## src/rtl/dskc_pkg.sv

```systemverilog
package dskc_pkg;

  localparam int BYTE_W = 8;

  // port addresses
  localparam logic [2:0] PORT_ARG0   = 3'd0;
  localparam logic [2:0] PORT_ARG1   = 3'd1;
  localparam logic [2:0] PORT_CMD    = 3'd2;
  localparam logic [2:0] PORT_SEC    = 3'd3;
  localparam logic [2:0] PORT_DATA   = 3'd4;
  localparam logic [2:0] PORT_STATUS = 3'd7;

  // command codes
  localparam logic [7:0] CMD_NOP    = 8'h00;
  localparam logic [7:0] CMD_UNIT   = 8'h10;
  localparam logic [7:0] CMD_CYL    = 8'h20;
  localparam logic [7:0] CMD_HEAD   = 8'h40;
  localparam logic [7:0] CMD_REZERO = 8'h80;
  localparam logic [7:0] CMD_WRSEC  = 8'h81;
  localparam logic [7:0] CMD_RDSEC  = 8'h88;

  localparam logic [7:0] STATUS_RST = 8'hD1;
  localparam logic [7:0] ERROR_RST  = 8'h80;
  localparam logic [7:0] DIAG_ZERO  = 8'h00;
  localparam logic [7:0] DIAG_ONE   = 8'h20;
  localparam logic [7:0] DIAG_OTHER = 8'h30;
  localparam logic [7:0] OPEN_BUS   = 8'hFF;

  // strobes from control to datapath
  typedef struct packed {
    logic ldArg0;
    logic ldArg1;
    logic ldSec;
    logic setUnit;
    logic setCyl;
    logic setHead;
    logic rezero;
    logic startXfer;
  } dskcStrb_t;

  function automatic logic [7:0] diagCode(input logic [7:0] v);
    if (v == 8'h00)      return DIAG_ZERO;
    else if (v == 8'h01) return DIAG_ONE;
    else                 return DIAG_OTHER;
  endfunction

endpackage

```

## src/rtl/dskc_ctrl.sv

```systemverilog
module dskc_ctrl
  import dskc_pkg::*;
(
  input  logic        clk,
  input  logic        rstN,
  input  logic        wrEn,
  input  logic        rdEn,
  input  logic [2:0]  addr,
  input  logic [7:0]  wrData,
  output dskcStrb_t   strb,
  output logic        bufWrStb,
  output logic        bufRdStb,
  output logic        bufPtrClr
);

  logic cmdWrite;

  always_comb begin
    cmdWrite       = wrEn && (addr == PORT_CMD);
    strb           = '0;
    strb.ldArg0    = wrEn && (addr == PORT_ARG0);
    strb.ldArg1    = wrEn && (addr == PORT_ARG1);
    strb.ldSec     = wrEn && (addr == PORT_SEC);
    if (cmdWrite) begin
      case (wrData)
        CMD_UNIT:             strb.setUnit   = 1'b1;
        CMD_CYL:              strb.setCyl    = 1'b1;
        CMD_HEAD:             strb.setHead   = 1'b1;
        CMD_REZERO:           strb.rezero    = 1'b1;
        CMD_WRSEC, CMD_RDSEC: strb.startXfer = 1'b1;
        default:              ; // no-op and unknown codes
      endcase
    end
    bufWrStb  = wrEn && (addr == PORT_DATA);
    bufPtrClr = wrEn && (addr == PORT_STATUS);
    bufRdStb  = rdEn && ((addr == PORT_DATA) || (addr == PORT_ARG1));
  end

  // at most one command action per write
  AST_ONE_ACTION: assert property (@(posedge clk) disable iff (!rstN)
    $onehot0({strb.setUnit, strb.setCyl, strb.setHead, strb.rezero, strb.startXfer}));

  AST_NOOP_SILENT: assert property (@(posedge clk) disable iff (!rstN)
    (wrEn && addr == PORT_CMD && wrData == CMD_NOP) |-> (strb == '0));

endmodule

```

## src/rtl/dskc_datapath.sv

```systemverilog
module dskc_datapath
  import dskc_pkg::*;
#(
  parameter int NUM_UNITS = 2,
  parameter int UNIT_LSB  = 4,
  parameter int CYL_W     = 16,
  parameter int HEAD_W    = 8
) (
  input  logic                 clk,
  input  logic                 rstN,
  input  dskcStrb_t            strb,
  input  logic [7:0]           wrData,
  input  logic [2:0]           rdAddr,
  input  logic                 attach,
  input  logic [7:0]           bufRdData,
  output logic [7:0]           rdData,
  output logic [((NUM_UNITS > 1) ? $clog2(NUM_UNITS) : 1)-1:0] selUnit,
  output logic [CYL_W-1:0]     curCyl,
  output logic [HEAD_W-1:0]    curHead,
  output logic                 startPulse,
  output logic [7:0]           startCode,
  output logic [7:0]           startSector
);

  localparam int UNIT_W = (NUM_UNITS > 1) ? $clog2(NUM_UNITS) : 1;

  logic [7:0]        arg0Reg, arg1Reg, secReg, statusReg, errReg;
  logic [UNIT_W-1:0] selReg;
  logic [CYL_W-1:0]  cylArr  [NUM_UNITS];
  logic [HEAD_W-1:0] headArr [NUM_UNITS];
  logic [15:0]       cylWord;

  assign cylWord = {arg0Reg, arg1Reg};

  // operand and sector registers
  always_ff @(posedge clk or negedge rstN) begin
    if (!rstN) begin
      arg0Reg <= '0;
      arg1Reg <= '0;
      secReg  <= '0;
    end else begin
      if (strb.ldArg0) arg0Reg <= wrData;
      if (strb.ldArg1) arg1Reg <= wrData;
      if (strb.ldSec)  secReg  <= wrData;
    end
  end

  // status and error bytes; attach has priority
  always_ff @(posedge clk or negedge rstN) begin
    if (!rstN) begin
      statusReg <= STATUS_RST;
      errReg    <= ERROR_RST;
    end else if (attach) begin
      statusReg <= '0;
      errReg    <= '0;
    end else begin
      if (strb.rezero) statusReg <= STATUS_RST;
      if (strb.ldArg0) errReg    <= diagCode(wrData);
    end
  end

  // unit selection
  always_ff @(posedge clk or negedge rstN) begin
    if (!rstN)             selReg <= '0;
    else if (strb.setUnit) selReg <= arg0Reg[UNIT_LSB +: UNIT_W];
  end

  // per-unit position registers
  for (genvar u = 0; u < NUM_UNITS; u++) begin : g_unit
    logic hit;
    assign hit = (selReg == UNIT_W'(u));
    always_ff @(posedge clk or negedge rstN) begin
      if (!rstN) begin
        cylArr[u]  <= '0;
        headArr[u] <= '0;
      end else begin
        if (strb.setCyl && hit)  cylArr[u]  <= cylWord[CYL_W-1:0];
        if (strb.setHead && hit) headArr[u] <= arg1Reg[HEAD_W-1:0];
      end
    end
  end

  // transfer start
  always_ff @(posedge clk or negedge rstN) begin
    if (!rstN) begin
      startPulse  <= 1'b0;
      startCode   <= '0;
      startSector <= '0;
    end else begin
      startPulse <= strb.startXfer;
      if (strb.startXfer) begin
        startCode   <= wrData;
        startSector <= secReg;
      end
    end
  end

  // host read mux
  always_comb begin
    case (rdAddr)
      PORT_ARG0:            rdData = errReg;
      PORT_ARG1, PORT_DATA: rdData = bufRdData;
      PORT_STATUS:          rdData = statusReg;
      default:              rdData = OPEN_BUS;
    endcase
  end

  assign selUnit = selReg;
  assign curCyl  = cylArr[selReg];
  assign curHead = headArr[selReg];

  AST_ATTACH_CLEARS: assert property (@(posedge clk) disable iff (!rstN)
    attach |=> (statusReg == 8'h00 && errReg == 8'h00));

  AST_REZERO_STATUS: assert property (@(posedge clk) disable iff (!rstN)
    (strb.rezero && !attach) |=> (statusReg == STATUS_RST));

  AST_UNIT_HOLD: assert property (@(posedge clk) disable iff (!rstN)
    !strb.setUnit |=> $stable(selReg));

  AST_START_CODE: assert property (@(posedge clk) disable iff (!rstN)
    startPulse |-> (startCode == CMD_WRSEC || startCode == CMD_RDSEC));

  AST_DIAG_RANGE: assert property (@(posedge clk) disable iff (!rstN)
    (strb.ldArg0 && !attach) |=> (errReg == DIAG_ZERO || errReg == DIAG_ONE || errReg == DIAG_OTHER));

endmodule

```

## src/rtl/disk_cmd_regif.sv

```systemverilog
module disk_cmd_regif
  import dskc_pkg::*;
(
  input  logic        clk,
  input  logic        rstN,
  input  logic        wrEn,
  input  logic        rdEn,
  input  logic [2:0]  addr,
  input  logic [7:0]  wrData,
  output logic [7:0]  rdData,
  input  logic        attach,
  input  logic [7:0]  bufRdData,
  output logic        bufRdStb,
  output logic        bufWrStb,
  output logic        bufPtrClr,
  output logic        selUnit,
  output logic [15:0] curCyl,
  output logic [7:0]  curHead,
  output logic        startPulse,
  output logic [7:0]  startCode,
  output logic [7:0]  startSector
);

  dskcStrb_t strb;

  dskc_ctrl u_ctrl (
    .clk       (clk),
    .rstN      (rstN),
    .wrEn      (wrEn),
    .rdEn      (rdEn),
    .addr      (addr),
    .wrData    (wrData),
    .strb      (strb),
    .bufWrStb  (bufWrStb),
    .bufRdStb  (bufRdStb),
    .bufPtrClr (bufPtrClr)
  );

  dskc_datapath #(
    .NUM_UNITS (2),
    .UNIT_LSB  (4),
    .CYL_W     (16),
    .HEAD_W    (8)
  ) u_dp (
    .clk         (clk),
    .rstN        (rstN),
    .strb        (strb),
    .wrData      (wrData),
    .rdAddr      (addr),
    .attach      (attach),
    .bufRdData   (bufRdData),
    .rdData      (rdData),
    .selUnit     (selUnit),
    .curCyl      (curCyl),
    .curHead     (curHead),
    .startPulse  (startPulse),
    .startCode   (startCode),
    .startSector (startSector)
  );

endmodule

```

## config.mk

```make
export PLATFORM = sky130hd
export DESIGN_NAME = disk_cmd_regif
export DESIGN_NICKNAME = d
export VERILOG_FILES = /design/src/rtl/dskc_pkg.sv /design/src/rtl/dskc_ctrl.sv /design/src/rtl/dskc_datapath.sv /design/src/rtl/disk_cmd_regif.sv
export SDC_FILE = /design/constraint.sdc
export NUM_CORES = 1
export LEC_CHECK = 0
export BUFFER_PORTS_ARGS = -buffer_cell sky130_fd_sc_hd__buf_2
export CORE_ASPECT_RATIO = 1.1
export CORE_UTILIZATION = 50
export DETAILED_ROUTE_END_ITERATION = 10
export GPL_TIMING_DRIVEN = 0
export PLACE_DENSITY = 0.73
export SLEW_MARGIN = 20
export SYNTH_ARGS = -nofsm -noshare
export SYNTH_HDL_FRONTEND = slang
export SYNTH_SLANG_ARGS = --single-unit
```

## constraint.sdc

```tcl
create_clock -name clk -period 2.3 [get_ports clk]
set_clock_uncertainty 0.15 [all_clocks]
set_input_delay 0.115 -clock clk [delete_from_list [all_inputs] [get_ports clk]]
set_output_delay 0.115 -clock clk [all_outputs]
set_load 0.01 [all_outputs]
```

* Word level (Yosys, flattened, before mapping)
Index checks and enable logic that the tools add are counted.
W data, S select, Z words.
** Cells by class
- Magnitude comparators :: 1
- Reduce and logical (&&, ||, !) cells :: 18
- Multiplexer cells :: 19
- Bitwise operators :: 2
- Equal/unequal tests :: 12
** Operators by type and width (count)
- $mux W8 :: 8
- $mux W16 :: 3
- $eq A8 B8 Y1 const B :: 3
- $pmux W8 S3 :: 1
- $logic_and A1 B1 Y1 :: 11
- $mux W5 :: 2
- $eq A8 B1 Y1 const B :: 1
- $eq A8 B5 Y1 const B :: 1
- $eq A8 B6 Y1 const B :: 1
- $eq A8 B7 Y1 const B :: 1
- $logic_not A8 Y1 :: 1
- $eq A3 B2 Y1 const B :: 2
- $eq A3 B3 Y1 const B :: 2
- $mux W1 :: 5
- $reduce_bool A2 Y1 :: 2
- $reduce_or A2 Y1 :: 2
- $eq A3 B1 Y1 const B :: 1
- $logic_not A3 Y1 :: 1
- $ge A2 B2 Y1 const B :: 1
- $not A1 Y2 :: 1
- $logic_or A1 B1 Y1 :: 1
- $not A1 Y1 :: 1
** Word-level totals
- Flip-flop bits (word level) :: 106
- Output and inout bits :: 53
- Input bits :: 24

* Longest topological paths before layout
- Word-level depth :: 6
- Depth in mapped cells :: 7
- Depth with buffers taken out :: 3

* Cells and area by module
A second synthesis with hierarchy kept.
** Unflattened totals
- Cells, all modules :: 281
- Area, all modules :: 4141.5 um2
** By module, submodules not included
- dskc_datapath :: area each 3981.3 um2, cells each 259, times used 1
- dskc_ctrl :: area each 160.2 um2, cells each 22, times used 1

* Worst setup path after synthesis
Ideal clock, no wire load.
- Path type :: register -> output
- Start :: reg u_dp.selReg (netlist: u_dp.selUnit)
- End :: out curCyl[15]
- Path slack :: 0.508 ns
- Cell stages (with the launch flop) :: 4
- Arrival time :: 1.527 ns
- Cells stage by stage :: dfrtp_1 clkbuf_1 clkbuf_1 mux2_2
** Between the ends
- Word-level cells in the longest chain between the ends :: 4
** Ends and longest elaborated chain
- from (decl) :: line dskc_datapath.sv:28 : logic [UNIT_W-1:0] selReg;
- from (signal assigned) :: line dskc_datapath.sv:65 : else if (strb.setUnit) selReg <= arg0Reg[UNIT_LSB +: UNIT_W];
- $not A1 Y2 (implied by the code) :: line dskc_datapath.sv:109 : assign curCyl = cylArr[selReg];
- $mux W16 (implied by the code) (3 in a row) :: line dskc_datapath.sv:109
- to (decl) :: line disk_cmd_regif.sv:17 : output logic [15:0] curCyl,
No other way between the ends. The select of a mux whose other input is x is not followed.

* Worst setup path after layout
- Start :: reg u_dp.selReg (netlist: u_dp.selUnit)
- End :: out curCyl[9]
The elaborated chain is that of the path after synthesis.

==> impl_metrics.toml <==
[sta]
hold_viol_final = 0
hold_slack_ns = 0.01712
setup-violations-final = 0
grt_setup_unrepaired = "no"
period_minus_slack_ns = 2.218
worst_pin_slew_ns = 0.5516
min_period_over_period_pct = 96.41
max_freq_mhz = 451.0
finalMaxSlewViolations = 0
tns_ns = 0
max_slew_margin_pct = 63.23

[synthesis]
syn_nets = 309
synth-edff-count = 0
synth_seq_area_share_pct = 55.29
synthFlopType = "dfrtp_1"
synth.most_common_cell = "mux2_2"
yosysTopAreaCellShare_pct = 54.05
synthTopCellsByArea = "dfrtp_1, mux2_2, mux2_4, dfstp_2, maj3_1"
synth_common_cells = "mux2_2, dfrtp_1, mux2_4"
ys_ff_latch = 94
synth_area_um2 = 4259
yosysUniqueCellTypes = 44
async_reset_ff_share_pct = 100.0
synth_area_leader_cell = "dfrtp_1"
yosysWarnings = 0
syn_inst = 285
synth_area_per_cell_um2 = 14.94

[clock_tree]
clk_latency_ns = 0.35
htreeDepth = 3
clkSinkCount = 94
cts.clk_slew.worst_paths_ns = 0.09
cts_max_path_buffers = 2
cts-buffers-inserted = 9
tritoncts = "yes"
cts-root-buf = "clkbuf_8"

[route]
antenna_left = 0
wl_met1_mm = 3.762
remaining_drc_errors = 0
routedWlPerCell_um = 16.61
route.met2.wl_mm = 3.896
avgViaCountPerCell = 5.274
drt_first_pass_iters = 4
routed-wl-met3_um = 293
dr_total_vias = 2563
top_layer = "met4"
first_iter_violations = 80
wl_mm = 8.072

[grt]
overflow = 0
grt_max_degree = 71
grt_pass1_vias = 2744
grt_pass1_wl_mm = 13.75
grt_antenna_before_repair = 0
track_usage_pct = 19.79

[final_layout]
stdcell_area_um2 = 5046
drive_above_1_share_pct = 57.94
nNetsFinal = 397
utilization_pct = 62.43
nFillCells = 660
antenna_cells = 0
syn_to_final_growth_pct = 18.48

[power_and_ir_drop]
leakage_nw = 2.590
clockPowerShare_pct = 34.9
irDropWorstVdd_mv = 0.3962
p_sw_share_pct = 24.34
pwr-share-comb_pct = 8.9
power_frac_seq_pct = 56.2
powerDensity_nw_per_um2 = 646.9
switchingPower_w = 0.0007946
internal_power_w = 0.002470

[worst_hold_path]
hold_path_class = "input port to asynchronous set/reset pin"

[die]
die-area_um2 = 8892
core_area_um2 = 8083
rows = 34
initial_utilization_pct = 52.69
die-height_um = 98.80
ios = 77
die_w_um = 90

[run]
maxCapViolCount = 0

[critical_path]
cp_common_cell = "clkbuf_2"
critical_path_buf_inv_count = 3
path_class = "flop to primary output"
path_max_fanout = 10
cp-end-kind = "primary output"
worst_ep_required_time_ns = 2.04
cp_cell_sequence = "clkbuf_2 -> clkbuf_2 -> mux2_2 -> buf_2"
crit_arrival_ns = 1.95
crit_family = "buffers and inverters"
worst_path_max_delay_cell = "dfrtp_1"
max_stage_delay_ns = 0.39
cp-start-kind = "flop"

[run_status]
status = "finished, final reports clean"

[place]
place_congestion = 0.6944
dp_hpwl_mm = 5.596
portBuffers = 71
dpl-instance-area_um2 = 4783
[layout make-up]
| type | count | area, µm² | area share (%) |
|---|---|---|---|
| Buffer | 19 | 128.9 | 2.554 |
| Clock inverter | 4 | 53.80 | 1.066 |
| Clock buffer | 12 | 155.1 | 3.075 |
| Sequential cell | 94 | 2355 | 46.67 |
| Tap cell | 108 | 135.1 | 2.678 |
| Multi-Input combinational cell | 171 | 1775 | 35.18 |
| Timing Repair Buffer | 77 | 439.2 | 8.703 |
| Inverter | 1 | 3.754 | 0.07439 |
[registers in the layout, indices dropped and copies added, names as in the netlist]
register and count:
u_dp.arg1Reg 8, u_dp.startCode 8, u_dp.headArr 16, u_dp.startPulse 1, u_dp.cylArr 32, u_dp.secReg 8
u_dp.selUnit 1, u_dp.arg0Reg 8, u_dp.statusReg 1, u_dp.startSector 8, u_dp.errReg 3
[per-stage QoR]
step                      std cells  power (W)  setup slack, ns
after floorplan                 285   0.002015           0.5078
after global placement          464   0.002134          0.02605
after detailed placement        465   0.002158          0.05482
after CTS                       486   0.003291          0.08418
after global routing            486   0.003386         0.008791
final                           486   0.003264          0.08247
[worst register-to-register path: cells and delay by family, from the launching register on]
kind	cells	cell delay (ns)
AND/OR/NAND/NOR	1	0.30
buffers and inverters	2	0.43
multiplexers	1	0.36
flip-flops	1	0.42
[kinds of logic (layout without fill, tap and decap cells)]
logic type	count (synthesis)	in the layout	synth area share, %
adder cells (fa/ha/maj)	5	5	1.175
AND/OR/NAND/NOR	39	39	7.668
multiplexers	110	110	29.88
flip-flops	94	94	55.29
XOR/XNOR	2	2	0.4114
buffers and inverters	20	113	3.025
AO/OA/AOI/OAI	15	15	2.556
[layer usage]
metal  vias up  track usage, %
li1       1205               -
met1      1297           26.62
met2        51           32.06
met3        10           3.781
met4         0           7.568
met5         -               0
[power groups by stage]
stage	logic (W)	clock network, W	registers, W
after floorplan	0.000176	0	0.00184
after global placement	0.000274	0	0.00186
after detailed placement	0.000290	0	0.00187
after CTS	0.000298	0.00116	0.00184
after global routing	0.000324	0.00121	0.00185
final	0.000292	0.00114	0.00183
[cells in the final DEF, fill, tap and decap left out, types with 5 or more instances in the layout]
| master | count |
|---|---|
| mux2_2 | 97 |
| dfrtp_1 | 92 |
| buf_2 | 75 |
| clkbuf_8 | 11 |
| mux2_4 | 10 |
| nor2_1 | 7 |
| maj3_1 | 5 |
| o21a_1 | 5 |
| and2_1 | 5 |
| dlygate4sd3_1 | 5 |
[path summary, 6_finish.rpt]
kind / start / endpoint / slack, ns / depth (start not counted)
max: u_dp.selUnit / curCyl[9] / 0.08 / 4
min: rstN / u_dp.startCode[5] / 0.02 / 2
max reg2reg: u_dp.selUnit / u_dp.headArr[12] / 0.53 / 4
min reg2reg: u_dp.startCode[7] / u_dp.startCode[7] / 0.33 / 1
max in group asynchronous: rstN / u_dp.cylArr[20] / 1.38 / 3
min in group clk: wrData[7] / u_dp.arg1Reg[7] / 0.02 / 2
[timing repair]
action,CTS,global route
setup buffers,0,0
endpoints found under the setup margin,19,0
hold endpoints to repair,104,0
gates resized for setup,3,0
hold buffers,5,0
Note: power is estimated with default switching activity, not from simulation.
